--- src/rtl/lcd_if_pkg.sv ---
`timescale 1ns/1ps
package lcd_if_pkg;

    typedef enum logic [1:0] {
        ST_IDLE  = 2'd0,
        ST_FIRST = 2'd1,
        ST_DATA  = 2'd2,
        ST_SKIP  = 2'd3
    } burst_st_t;

    typedef enum logic [1:0] {
        WK_NONE = 2'b00,
        WK_ADDR = 2'b01,
        WK_CMD1 = 2'b10,
        WK_CMD2 = 2'b11
    } word_kind_t;

    // register 1 payload: duty code, bias, port select
    typedef struct packed {
        logic [1:0] duty;
        logic       bias;
        logic [2:0] psel;
    } cr1_t;

    // register 2 payload: oscillator source, waveform, contrast, enable
    typedef struct packed {
        logic       osc;
        logic       wave;
        logic [2:0] ctr;
        logic       disp;
    } cr2_t;

    localparam cr1_t CR1_DEFAULT = '0;
    localparam cr2_t CR2_DEFAULT = '0;

endpackage

--- src/rtl/lcd_pin_sync.sv ---
`timescale 1ns/1ps
module lcd_pin_sync #(
    parameter int STAGES = 2
) (
    input  logic clk,
    input  logic rst_n,
    input  logic cs_n,
    input  logic sck,
    input  logic sdi,
    output logic cs_rise,
    output logic cs_fall,
    output logic sck_rise,
    output logic sck_fall,
    output logic sdi_lvl
);
    // lane order: bit 0 select, bit 1 shift clock, bit 2 data
    localparam int         LANES    = 3;
    localparam logic [2:0] RST_PINS = 3'b001;

    logic [LANES-1:0] stage_q [STAGES];
    logic [1:0]       last_q;
    logic [LANES-1:0] sync_lvl;

    generate
        for (genvar s = 0; s < STAGES; s++) begin : g_stage
            if (s == 0) begin : g_head
                always_ff @(posedge clk or negedge rst_n) begin
                    if (!rst_n) stage_q[0] <= RST_PINS;
                    else        stage_q[0] <= {sdi, sck, cs_n};
                end
            end else begin : g_tail
                always_ff @(posedge clk or negedge rst_n) begin
                    if (!rst_n) stage_q[s] <= RST_PINS;
                    else        stage_q[s] <= stage_q[s-1];
                end
            end
        end
    endgenerate

    assign sync_lvl = stage_q[STAGES-1];

    always_ff @(posedge clk or negedge rst_n) begin
        if (!rst_n) last_q <= RST_PINS[1:0];
        else        last_q <= sync_lvl[1:0];
    end

    assign cs_rise  =  sync_lvl[0] & ~last_q[0];
    assign cs_fall  = ~sync_lvl[0] &  last_q[0];
    assign sck_rise =  sync_lvl[1] & ~last_q[1];
    assign sck_fall = ~sync_lvl[1] &  last_q[1];
    assign sdi_lvl  =  sync_lvl[2];

endmodule

--- src/rtl/lcd_word_fsm.sv ---
`timescale 1ns/1ps
module lcd_word_fsm
    import lcd_if_pkg::*;
#(
    parameter int WORD_W = 8
) (
    input  logic              clk,
    input  logic              rst_n,
    input  logic              cs_rise,
    input  logic              cs_fall,
    input  logic              sck_rise,
    input  logic              sck_fall,
    input  logic              sdi_lvl,
    output burst_st_t         st,
    output logic              addr_ld,
    output logic              mem_we,
    output logic              cr1_we,
    output logic              cr2_we,
    output logic [WORD_W-1:0] word
);
    localparam int CNT_W = $clog2(WORD_W + 1);

    burst_st_t         st_q, st_d;
    logic [CNT_W-1:0]  cnt_q;
    logic [WORD_W-1:0] sh_q;
    logic              full_word;
    logic              word_done;
    logic              shift_en;
    word_kind_t        kind;

    assign full_word = (cnt_q == CNT_W'(WORD_W));
    // a word closes on the last falling clock, or early when select rises
    assign word_done = (st_q != ST_IDLE) &&
                       ((sck_fall && full_word) || (cs_rise && (cnt_q != '0)));
    assign shift_en  = (st_q != ST_IDLE) && !cs_rise && sck_rise && !full_word;
    assign word      = sh_q << (CNT_W'(WORD_W) - cnt_q);
    assign kind      = word_kind_t'(word[WORD_W-1 -: 2]);
    assign st        = st_q;

    // shift register and bit counter
    always_ff @(posedge clk or negedge rst_n) begin
        if (!rst_n) begin
            cnt_q <= '0;
            sh_q  <= '0;
        end else if (cs_fall) begin
            cnt_q <= '0;
            sh_q  <= '0;
        end else if (word_done) begin
            cnt_q <= '0;
        end else if (shift_en) begin
            sh_q  <= {sh_q[WORD_W-2:0], sdi_lvl};
            cnt_q <= cnt_q + 1'b1;
        end
    end

    // state register
    always_ff @(posedge clk or negedge rst_n) begin
        if (!rst_n) st_q <= ST_IDLE;
        else        st_q <= st_d;
    end

    // transitions
    always_comb begin
        st_d = st_q;
        unique case (st_q)
            ST_IDLE: begin
                if (cs_fall) st_d = ST_FIRST;
            end
            ST_FIRST: begin
                if (cs_rise)        st_d = ST_IDLE;
                else if (word_done) st_d = (kind == WK_ADDR) ? ST_DATA : ST_SKIP;
            end
            ST_DATA: begin
                if (cs_rise) st_d = ST_IDLE;
            end
            ST_SKIP: begin
                if (cs_rise) st_d = ST_IDLE;
            end
        endcase
    end

    // actions
    always_comb begin
        addr_ld = 1'b0;
        mem_we  = 1'b0;
        cr1_we  = 1'b0;
        cr2_we  = 1'b0;
        unique case (st_q)
            ST_IDLE: ;
            ST_FIRST: begin
                if (word_done) begin
                    unique case (kind)
                        WK_ADDR: addr_ld = 1'b1;
                        WK_CMD1: cr1_we  = 1'b1;
                        WK_CMD2: cr2_we  = 1'b1;
                        WK_NONE: ;
                    endcase
                end
            end
            ST_DATA: mem_we = word_done;
            ST_SKIP: ;
        endcase
    end

endmodule

--- src/rtl/lcd_disp_mem.sv ---
`timescale 1ns/1ps
module lcd_disp_mem #(
    parameter int ADDR_W = 6,
    parameter int DATA_W = 8
) (
    input  logic              clk,
    input  logic              rst_n,
    input  logic              addr_ld,
    input  logic [ADDR_W-1:0] ld_val,
    input  logic              we,
    input  logic [DATA_W-1:0] wdata,
    input  logic [ADDR_W-1:0] rd_addr,
    output logic [DATA_W-1:0] rd_data
);
    localparam int DEPTH = 1 << ADDR_W;

    logic [ADDR_W-1:0] ptr_q;
    logic [DATA_W-1:0] mem_q [DEPTH];

    // pointer wraps naturally at its width
    always_ff @(posedge clk or negedge rst_n) begin
        if (!rst_n)       ptr_q <= '0;
        else if (addr_ld) ptr_q <= ld_val;
        else if (we)      ptr_q <= ptr_q + 1'b1;
    end

    generate
        for (genvar g = 0; g < DEPTH; g++) begin : g_row
            always_ff @(posedge clk or negedge rst_n) begin
                if (!rst_n)
                    mem_q[g] <= '0;
                else if (we && (ptr_q == ADDR_W'(g)))
                    mem_q[g] <= wdata;
            end
        end
    endgenerate

    assign rd_data = mem_q[rd_addr];

endmodule

--- src/rtl/lcd_cfg_regs.sv ---
`timescale 1ns/1ps
module lcd_cfg_regs
    import lcd_if_pkg::*;
#(
    parameter int PAY_W = 6,
    parameter int NPORT = 4
) (
    input  logic             clk,
    input  logic             rst_n,
    input  logic             cr1_we,
    input  logic             cr2_we,
    input  logic [PAY_W-1:0] payload,
    output logic [2:0]       com_count,
    output logic             bias_half,
    output logic [NPORT-1:0] port_mask,
    output logic             osc_ext,
    output logic             wave_b,
    output logic [2:0]       contrast,
    output logic             disp_on
);
    localparam int PSEL_W = $bits(cr1_t) - 3;

    cr1_t              cr1_q;
    cr2_t              cr2_q;
    logic [PSEL_W-1:0] n_ports;

    always_ff @(posedge clk or negedge rst_n) begin
        if (!rst_n)      cr1_q <= CR1_DEFAULT;
        else if (cr1_we) cr1_q <= cr1_t'(payload);
    end

    always_ff @(posedge clk or negedge rst_n) begin
        if (!rst_n)      cr2_q <= CR2_DEFAULT;
        else if (cr2_we) cr2_q <= cr2_t'(payload);
    end

    always_comb begin
        unique case (cr1_q.duty)
            2'b01:   com_count = 3'd3;
            2'b10:   com_count = 3'd2;
            default: com_count = 3'd4;
        endcase
    end

    // out-of-range port select falls back to all segments
    assign n_ports = (cr1_q.psel <= PSEL_W'(NPORT)) ? cr1_q.psel : '0;

    generate
        for (genvar i = 0; i < NPORT; i++) begin : g_port
            assign port_mask[i] = (n_ports > PSEL_W'(NPORT - 1 - i));
        end
    endgenerate

    assign bias_half = cr1_q.bias;
    assign osc_ext   = cr2_q.osc;
    assign wave_b    = cr2_q.wave;
    assign contrast  = cr2_q.ctr;
    assign disp_on   = cr2_q.disp;

endmodule

--- src/rtl/lcd_serial_if.sv ---
`timescale 1ns/1ps
module lcd_serial_if
    import lcd_if_pkg::*;
#(
    parameter int SYNC_STAGES = 2,
    parameter int WORD_W      = 8,
    parameter int NPORT       = 4
) (
    input  logic              clk,
    input  logic              rst_n,
    input  logic              cs_n,
    input  logic              sck,
    input  logic              sdi,
    input  logic [WORD_W-3:0] rd_addr,
    output logic [WORD_W-1:0] rd_data,
    output logic [2:0]        com_count,
    output logic              bias_half,
    output logic [NPORT-1:0]  port_mask,
    output logic              osc_ext,
    output logic              wave_b,
    output logic [2:0]        contrast,
    output logic              disp_on
);
    localparam int PAY_W = WORD_W - 2;

    logic              cs_rise, cs_fall, sck_rise, sck_fall, sdi_lvl;
    burst_st_t         fsm_st;
    logic              addr_ld, mem_we, cr1_we, cr2_we;
    logic [WORD_W-1:0] word;

    lcd_pin_sync #(.STAGES(SYNC_STAGES)) u_sync (
        .clk      (clk),
        .rst_n    (rst_n),
        .cs_n     (cs_n),
        .sck      (sck),
        .sdi      (sdi),
        .cs_rise  (cs_rise),
        .cs_fall  (cs_fall),
        .sck_rise (sck_rise),
        .sck_fall (sck_fall),
        .sdi_lvl  (sdi_lvl)
    );

    lcd_word_fsm #(.WORD_W(WORD_W)) u_fsm (
        .clk      (clk),
        .rst_n    (rst_n),
        .cs_rise  (cs_rise),
        .cs_fall  (cs_fall),
        .sck_rise (sck_rise),
        .sck_fall (sck_fall),
        .sdi_lvl  (sdi_lvl),
        .st       (fsm_st),
        .addr_ld  (addr_ld),
        .mem_we   (mem_we),
        .cr1_we   (cr1_we),
        .cr2_we   (cr2_we),
        .word     (word)
    );

    lcd_disp_mem #(.ADDR_W(PAY_W), .DATA_W(WORD_W)) u_mem (
        .clk     (clk),
        .rst_n   (rst_n),
        .addr_ld (addr_ld),
        .ld_val  (word[PAY_W-1:0]),
        .we      (mem_we),
        .wdata   (word),
        .rd_addr (rd_addr),
        .rd_data (rd_data)
    );

    lcd_cfg_regs #(.PAY_W(PAY_W), .NPORT(NPORT)) u_cfg (
        .clk       (clk),
        .rst_n     (rst_n),
        .cr1_we    (cr1_we),
        .cr2_we    (cr2_we),
        .payload   (word[PAY_W-1:0]),
        .com_count (com_count),
        .bias_half (bias_half),
        .port_mask (port_mask),
        .osc_ext   (osc_ext),
        .wave_b    (wave_b),
        .contrast  (contrast),
        .disp_on   (disp_on)
    );

endmodule

--- config.mk ---
export PLATFORM = sky130hd
export DESIGN_NAME = lcd_serial_if
export DESIGN_NICKNAME = d
export VERILOG_FILES = /design/src/rtl/lcd_if_pkg.sv /design/src/rtl/lcd_pin_sync.sv /design/src/rtl/lcd_word_fsm.sv /design/src/rtl/lcd_disp_mem.sv /design/src/rtl/lcd_cfg_regs.sv /design/src/rtl/lcd_serial_if.sv
export SDC_FILE = /design/constraint.sdc
export NUM_CORES = 1
export LEC_CHECK = 0
export BUFFER_PORTS_ARGS = -buffer_cell sky130_fd_sc_hd__buf_2
export CAP_MARGIN = 10
export CORE_MARGIN = 10
export CORE_UTILIZATION = 55
export CTS_BUF_LIST = sky130_fd_sc_hd__clkbuf_16
export DETAILED_ROUTE_END_ITERATION = 10
export PLACE_DENSITY = 0.8
export SLEW_MARGIN = 25
export SYNTH_ARGS = -nofsm -noshare
export SYNTH_HDL_FRONTEND = slang
export SYNTH_SLANG_ARGS = --single-unit
--- constraint.sdc ---
create_clock -name clk -period 3.2 [get_ports clk]
set_input_delay 0.32 -clock clk [delete_from_list [all_inputs] [get_ports clk]]
set_output_delay 0.32 -clock clk [all_outputs]
set_load 0.03 [all_outputs]
Yosys cells after proc, flatten, opt, wreduce, memory -nomap -nowiden
Cells that the tools add are included.
{"block": "op_classes", "add_sub_neg": 3, "mul": 0, "n_div": 0, "order_cmp": 6, "n_eq_ne": 76, "shifts": 1, "mux": 29, "n_bitwise": 9, "n_reduce_logical": 83}
{"op": "equality test 6 bit, second input constant", "count": 32}
{"op": "equality test 6 x 5 -> 1 bit, second input constant", "count": 16}
{"op": "logical AND 1 bit", "count": 70}
{"op": "binary-select mux 8 bit (select 6 bit)", "count": 1}
{"op": "equality test 6 x 4 -> 1 bit, second input constant", "count": 8}
{"op": "2-to-1 mux 8 bit", "count": 5}
{"op": "equality test 6 x 3 -> 1 bit, second input constant", "count": 4}
{"op": "equality test 6 x 2 -> 1 bit, second input constant", "count": 2}
{"op": "2-to-1 mux 4 bit", "count": 3}
{"op": "2-to-1 mux 6 bit", "count": 2}
{"op": "2-to-1 mux 1 bit", "count": 11}
{"op": "equality test 2 bit, second input constant", "count": 5}
{"op": "2-to-1 mux 2 bit", "count": 4}
{"op": "left shift 8 x 4 -> 8 bit", "count": 1}
{"op": "greater-or-equal comparator 7 bit, second input constant", "count": 1}
{"op": "inverter 6 -> 7 bit", "count": 1}
{"op": "adder 6 x 1 -> 6 bit, second input constant", "count": 1}
{"op": "equality test 2 x 1 -> 1 bit, second input constant", "count": 3}
{"op": "equality test 6 x 1 -> 1 bit, second input constant", "count": 1}
{"op": "greater-than comparator 3 x 1 -> 1 bit, second input constant", "count": 2}
{"op": "greater-than comparator 3 x 2 -> 1 bit, second input constant", "count": 2}
{"op": "logical NOT 6 bit", "count": 1}
{"op": "one-hot mux 2 bit (3 select lines)", "count": 1}
{"op": "one-hot mux 3 bit (2 select lines)", "count": 1}
{"op": "other kinds (19)", "count": 29}
{"block": "totals", "register_bits": 552, "latchBits": 0, "mem_bits_rw": 0, "rom_bits": 0, "input_bits": 11, "out_inout_bits": 22, "word_cells": 285, "mem_count": 0}

Depth between registers and ports, before layout
{"block": "logic_depth", "word_depth": 9, "mapped_depth": 11, "ltp_nobuf": 7}

Hierarchy
A second synthesis with hierarchy kept.
{"block": "unflattened", "cells_unflattened": 1691, "hier_area_um2": 25926.1}
{"module": "lcd_disp_mem", "instances": 1, "cells_each": 1530, "area_each_um2": 24093.1, "seq_area_each_um2": 12962.4}
{"module": "lcd_word_fsm", "instances": 1, "cells_each": 111, "area_each_um2": 1063.5, "seq_area_each_um2": 350.3}
{"module": "lcd_cfg_regs", "instances": 1, "cells_each": 38, "area_each_um2": 530.5, "seq_area_each_um2": 300.3}
{"module": "lcd_pin_sync", "instances": 1, "cells_each": 12, "area_each_um2": 239.0, "seq_area_each_um2": 203.9}

Worst setup path before layout
Ideal clock, no wire load.
{"block": "synth_path", "path_kind": "input port to output port", "startpoint": "input rd_addr[0]", "endpoint": "output rd_data[7]", "t_arrival_ns": 2.467, "t_required_ns": 2.880, "slack_ns": 0.413, "cell_stages": 7, "path_buffers": 3, "cell_sequence": "buf_4 > buf_2 > buf_2 > or2_2 > o22ai_1 > or4_1 > o21ai_0"}
{"block": "synth_via", "elab_chain_cells": 4}
{"element": "start, declared", "line_no": "lcd_serial_if.sv:14", "rtl": "input logic [WORD_W-3:0] rd_addr,"}
{"element": "inverter 6 -> 7 bit (implied by the code)", "line_no": "lcd_disp_mem.sv:38", "rtl": "assign rd_data = mem_q[rd_addr];"}
{"element": "binary-select mux 8 bit (select 6 bit)", "line_no": "lcd_disp_mem.sv:38"}
{"element": "2-to-1 mux 8 bit (implied by the code) (2 in series)", "line_no": "lcd_disp_mem.sv:38"}
{"element": "end, declared", "line_no": "lcd_serial_if.sv:15", "rtl": "output logic [WORD_W-1:0] rd_data,"}
No other way between the ends. The select of a mux whose other input is x is not followed.

Worst setup path after layout
{"block": "layout_path", "startpoint": "input rd_addr[4]", "endpoint": "output rd_data[4]"}
The elaborated chain is that of the path after synthesis.

==> results.toml <==
[logic_synthesis]
synth_fa_ha_area_share_pct = 0.3370
muxShareOfSynthArea_pct = 35.55
syn_nets = 1726
synth_top_family_by_area = "multiplexers"
netlist_instances = 1708
synth_edf_count = 0
ys_seq_area_share_pct = 53.17
synth-async-reset-ratio_pct = 100.0
yosys.area_share.simple_pct = 5.576
synth_seq_cells = 552
yosysWarnings = 0
synth_xor_xnor_area_share_pct = 0.2696
synth_area_per_cell_um2 = 15.21
synth_area_mm2 = 0.02599
synthFlopType = "dfrtp_1"
synth_cell_types = 55
synth_compound_area_share_pct = 2.610

[global_route]
grt_pass1_wl_um = 97340
grt_max_degree = 90
grtUsageTotal_pct = 22.03
grt_pass1_vias = 16377
antenna_found_initial = 0
gr-total-overflow = 0

[timing]
fin_crit_ns = 3.106
rsz0062_at_grt = "false"
slew_viol_final = 0
hold_viol = 0
setup_viol = 0
fmax_ghz = 0.3219
finClkSkew_ns = 0.01418
worstMarginPinSlew_ns = 0.9303
max_slew_margin_pct = 37.98
post-route-period-util_pct = 97.07
holdWs_ns = 0.2857
setup_ws_ns = 0.09363

[die]
placementRows = 79
core_area_mm2 = 0.04665
initial_core_util_pct = 55.70
die_height_um = 237.4
die-area_mm2 = 0.05634
ios = 33
die_w_um = 237.4

[worst_setup_path]
critPathMaxStageDelay_ns = 0.60
crit_path_max_fanout = 16
crit_top_cell = "buf_2"
critPathCaptureType = "output port"
cp.arrival_ns = 2.79
critPathLaunchType = "primary input"
worstPathRequired_ns = 2.88
crit_type = "primary input to output port"
critPathBufInv = 4
crit_family = "buffers and inverters"
cp_slowest_cell = "a2111oi_0"
crit_chain = "buf_2 > inv_1 > nor2_1 > a22oi_1 > a2111oi_0 > buf_4 > a21o_1 > buf_2"

[power]
p_leak_nw = 14.47
powerDensity_mw_per_mm2 = 500.8
power_mw = 14.60
vdd_drop_max_mv = 0.4487

[layout]
drive_above_1_share_pct = 50.94
fin_nets = 1774
areaGrowthSynthToFinish_pct = 12.22
final_cell_mix = "dfrtp_1 (549), mux2_2 (536), mux4_2 (130), clkbuf_16 (59), buf_4 (59)"
final_common_cell = "dfrtp_1"

[clock_tree]
cts_made_buffers = 57
clock_sinks = 552
h-tree-depth = 2
cts_tree = "done"
root_buffer = "clkbuf_16"
cts_buffer_depth = 3
path_clk_slew_ns = 0.06
cts_setup_buffers = 0
clock_latency_ns = 0.60

[routing]
drtPass1Iterations = 4
first_iter_violations = 1219
wl_per_cell_um = 25.43
vias = 15296
drt_wl_total_um = 61350
ant_nets = 0
vias_per_cell = 6.342
drc_errors = 0

[placement]
portBuffers = 32
dp_hpwl_um = 39750
gp_congestion = 0.8952
pre_cts_slack_ns = 0.1685

[run_status]
status = "finished clean"

[flow_run]
maxCapViolCount = 0

[min_path]
hold_class = "primary input to async pin"
## logic make-up after synthesis
| logic type | Yosys count |
|---|---|
| fa+ha+maj | 7 |
| compound gates | 96 |
| xor+xnor | 8 |
| mux | 692 |
| simple gates | 210 |
| flops | 552 |
| buf+inv | 143 |
## worst reg2reg max path, delay by kind of cell, from the launching register on
family / cells / cell delay [ns]
AOI/OAI and AO/OA: 1 / 0.14
adders and majority gates: 1 / 0.26
buffers and inverters: 2 / 0.33
DFF: 1 / 0.45
muxes: 1 / 0.40
and+or+nand+nor: 3 / 1.36
## report_power, final
group / internal, mW / switching [mW] / total (mW)
clock network: 3.81 / 2.75 / 6.56
registers: 7.01 / 0.0282 / 7.03
logic: 0.297 / 0.717 / 1.01
## final timing paths
kind                                             start                      endpoint  slack (ns)  depth (start not counted)
setup reg to reg            u_fsm.cnt_q[1]$_DFFE_PN0P_  u_mem.mem_q[495]$_DFFE_PN0P_        0.14                          8
hold / removal                                   rst_n  u_mem.mem_q[508]$_DFFE_PN0P_        0.29                          2
setup / recovery                            rd_addr[4]                    rd_data[4]        0.09                          8
max in group asynchronous                        rst_n  u_mem.mem_q[289]$_DFFE_PN0P_        1.89                          4
hold reg to reg            u_sync.stage_q[5]$_DFF_PN0_  u_sync.sync_lvl[2]$_DFF_PN0_        0.35                          0
min in group clk           u_sync.stage_q[5]$_DFF_PN0_  u_sync.sync_lvl[2]$_DFF_PN0_        0.35                          0
## sequential cells by signal, indices dropped and copies added (netlist names)
name,flops
u_mem.mem_q,512
u_cfg.cr1_q,5
u_fsm.st,2
u_sync.stage_q,3
u_sync.last_q,2
u_cfg.bias_half,1
u_sync.sync_lvl,3
u_mem.ptr_q,6
u_cfg.disp_on,1
u_cfg.osc_ext,1
u_cfg.wave_b,1
u_fsm.sh_q,8
u_fsm.cnt_q,4
u_cfg.contrast,3
## cell type report
| class | count | area [um2] |
|---|---|---|
| diodes | 1 | 2.502 |
| clock buffers | 59 | 1476 |
| clock inverters | 48 | 379.1 |
| fillers | 3315 | 17490 |
| inverters | 19 | 71.32 |
| multi-input cells | 1013 | 11610 |
| flip-flops and latches | 552 | 13820 |
| well taps | 607 | 759.5 |
| repair buffers | 113 | 1041 |
## repair_timing
action,in CTS,in global routing
endpoints found under the hold margin,64,0
hold buffers,4,0
resized for setup,0,1
setup endpoints to repair,0,1
## through the flow
stage	instance area (um2)	util, %	cells	setup TNS [ns]
after floorplan	25990	-	1708	0
after global placement	27260	58.42	2300	-0.8853
after detailed placement	27260	58.43	2300	0
after CTS	29160	62.50	2411	0
after global routing	29160	62.50	2411	0
final	29160	62.50	2412	0
## synth_stat cells, drive strengths merged (2+ instances only)
| cell | instances | share of area [%] |
|---|---|---|
| a2111oi | 4 | 0.13 |
| a211oi | 11 | 0.32 |
| a21o | 4 | 0.12 |
| a21oi | 10 | 0.19 |
| a221oi | 4 | 0.13 |
| a22o | 2 | 0.067 |
| a22oi | 11 | 0.32 |
| a31oi | 6 | 0.14 |
| and2 | 2 | 0.048 |
| and3 | 3 | 0.072 |
| and3b | 3 | 0.10 |
| buf | 53 | 1.2 |
| clkbuf | 71 | 1.0 |
| dfrtp | 549 | 53 |
| dfstp | 3 | 0.30 |
| ha | 7 | 0.34 |
| inv | 19 | 0.27 |
| mux2 | 547 | 24 |
| mux2i | 15 | 0.58 |
| mux4 | 130 | 11 |
| nand2 | 36 | 0.52 |
| nand2b | 6 | 0.14 |
| nand3 | 41 | 0.92 |
| nand3b | 4 | 0.16 |
| nand4 | 3 | 0.072 |
| nor2 | 61 | 2.2 |
| nor2b | 23 | 0.55 |
| nor3 | 13 | 0.31 |
| o21ai | 15 | 0.29 |
| o221ai | 7 | 0.30 |
| o22ai | 17 | 0.41 |
| or2 | 4 | 0.096 |
| or3 | 5 | 0.12 |
| or4 | 2 | 0.058 |
| xnor2 | 5 | 0.17 |
| xor2 | 3 | 0.10 |
## routing by layer
metal	part of all wire, %	vias to the layer above	GRT usage, %	routed length, um
li1	-	6457	-	-
met1	42	8296	29.30	25900
met2	49	437	36.10	30330
met3	5.5	106	4.015	3386
met4	2.8	0	7.380	1725
met5	0	-	0	0
(Power assumes the default switching activity.)
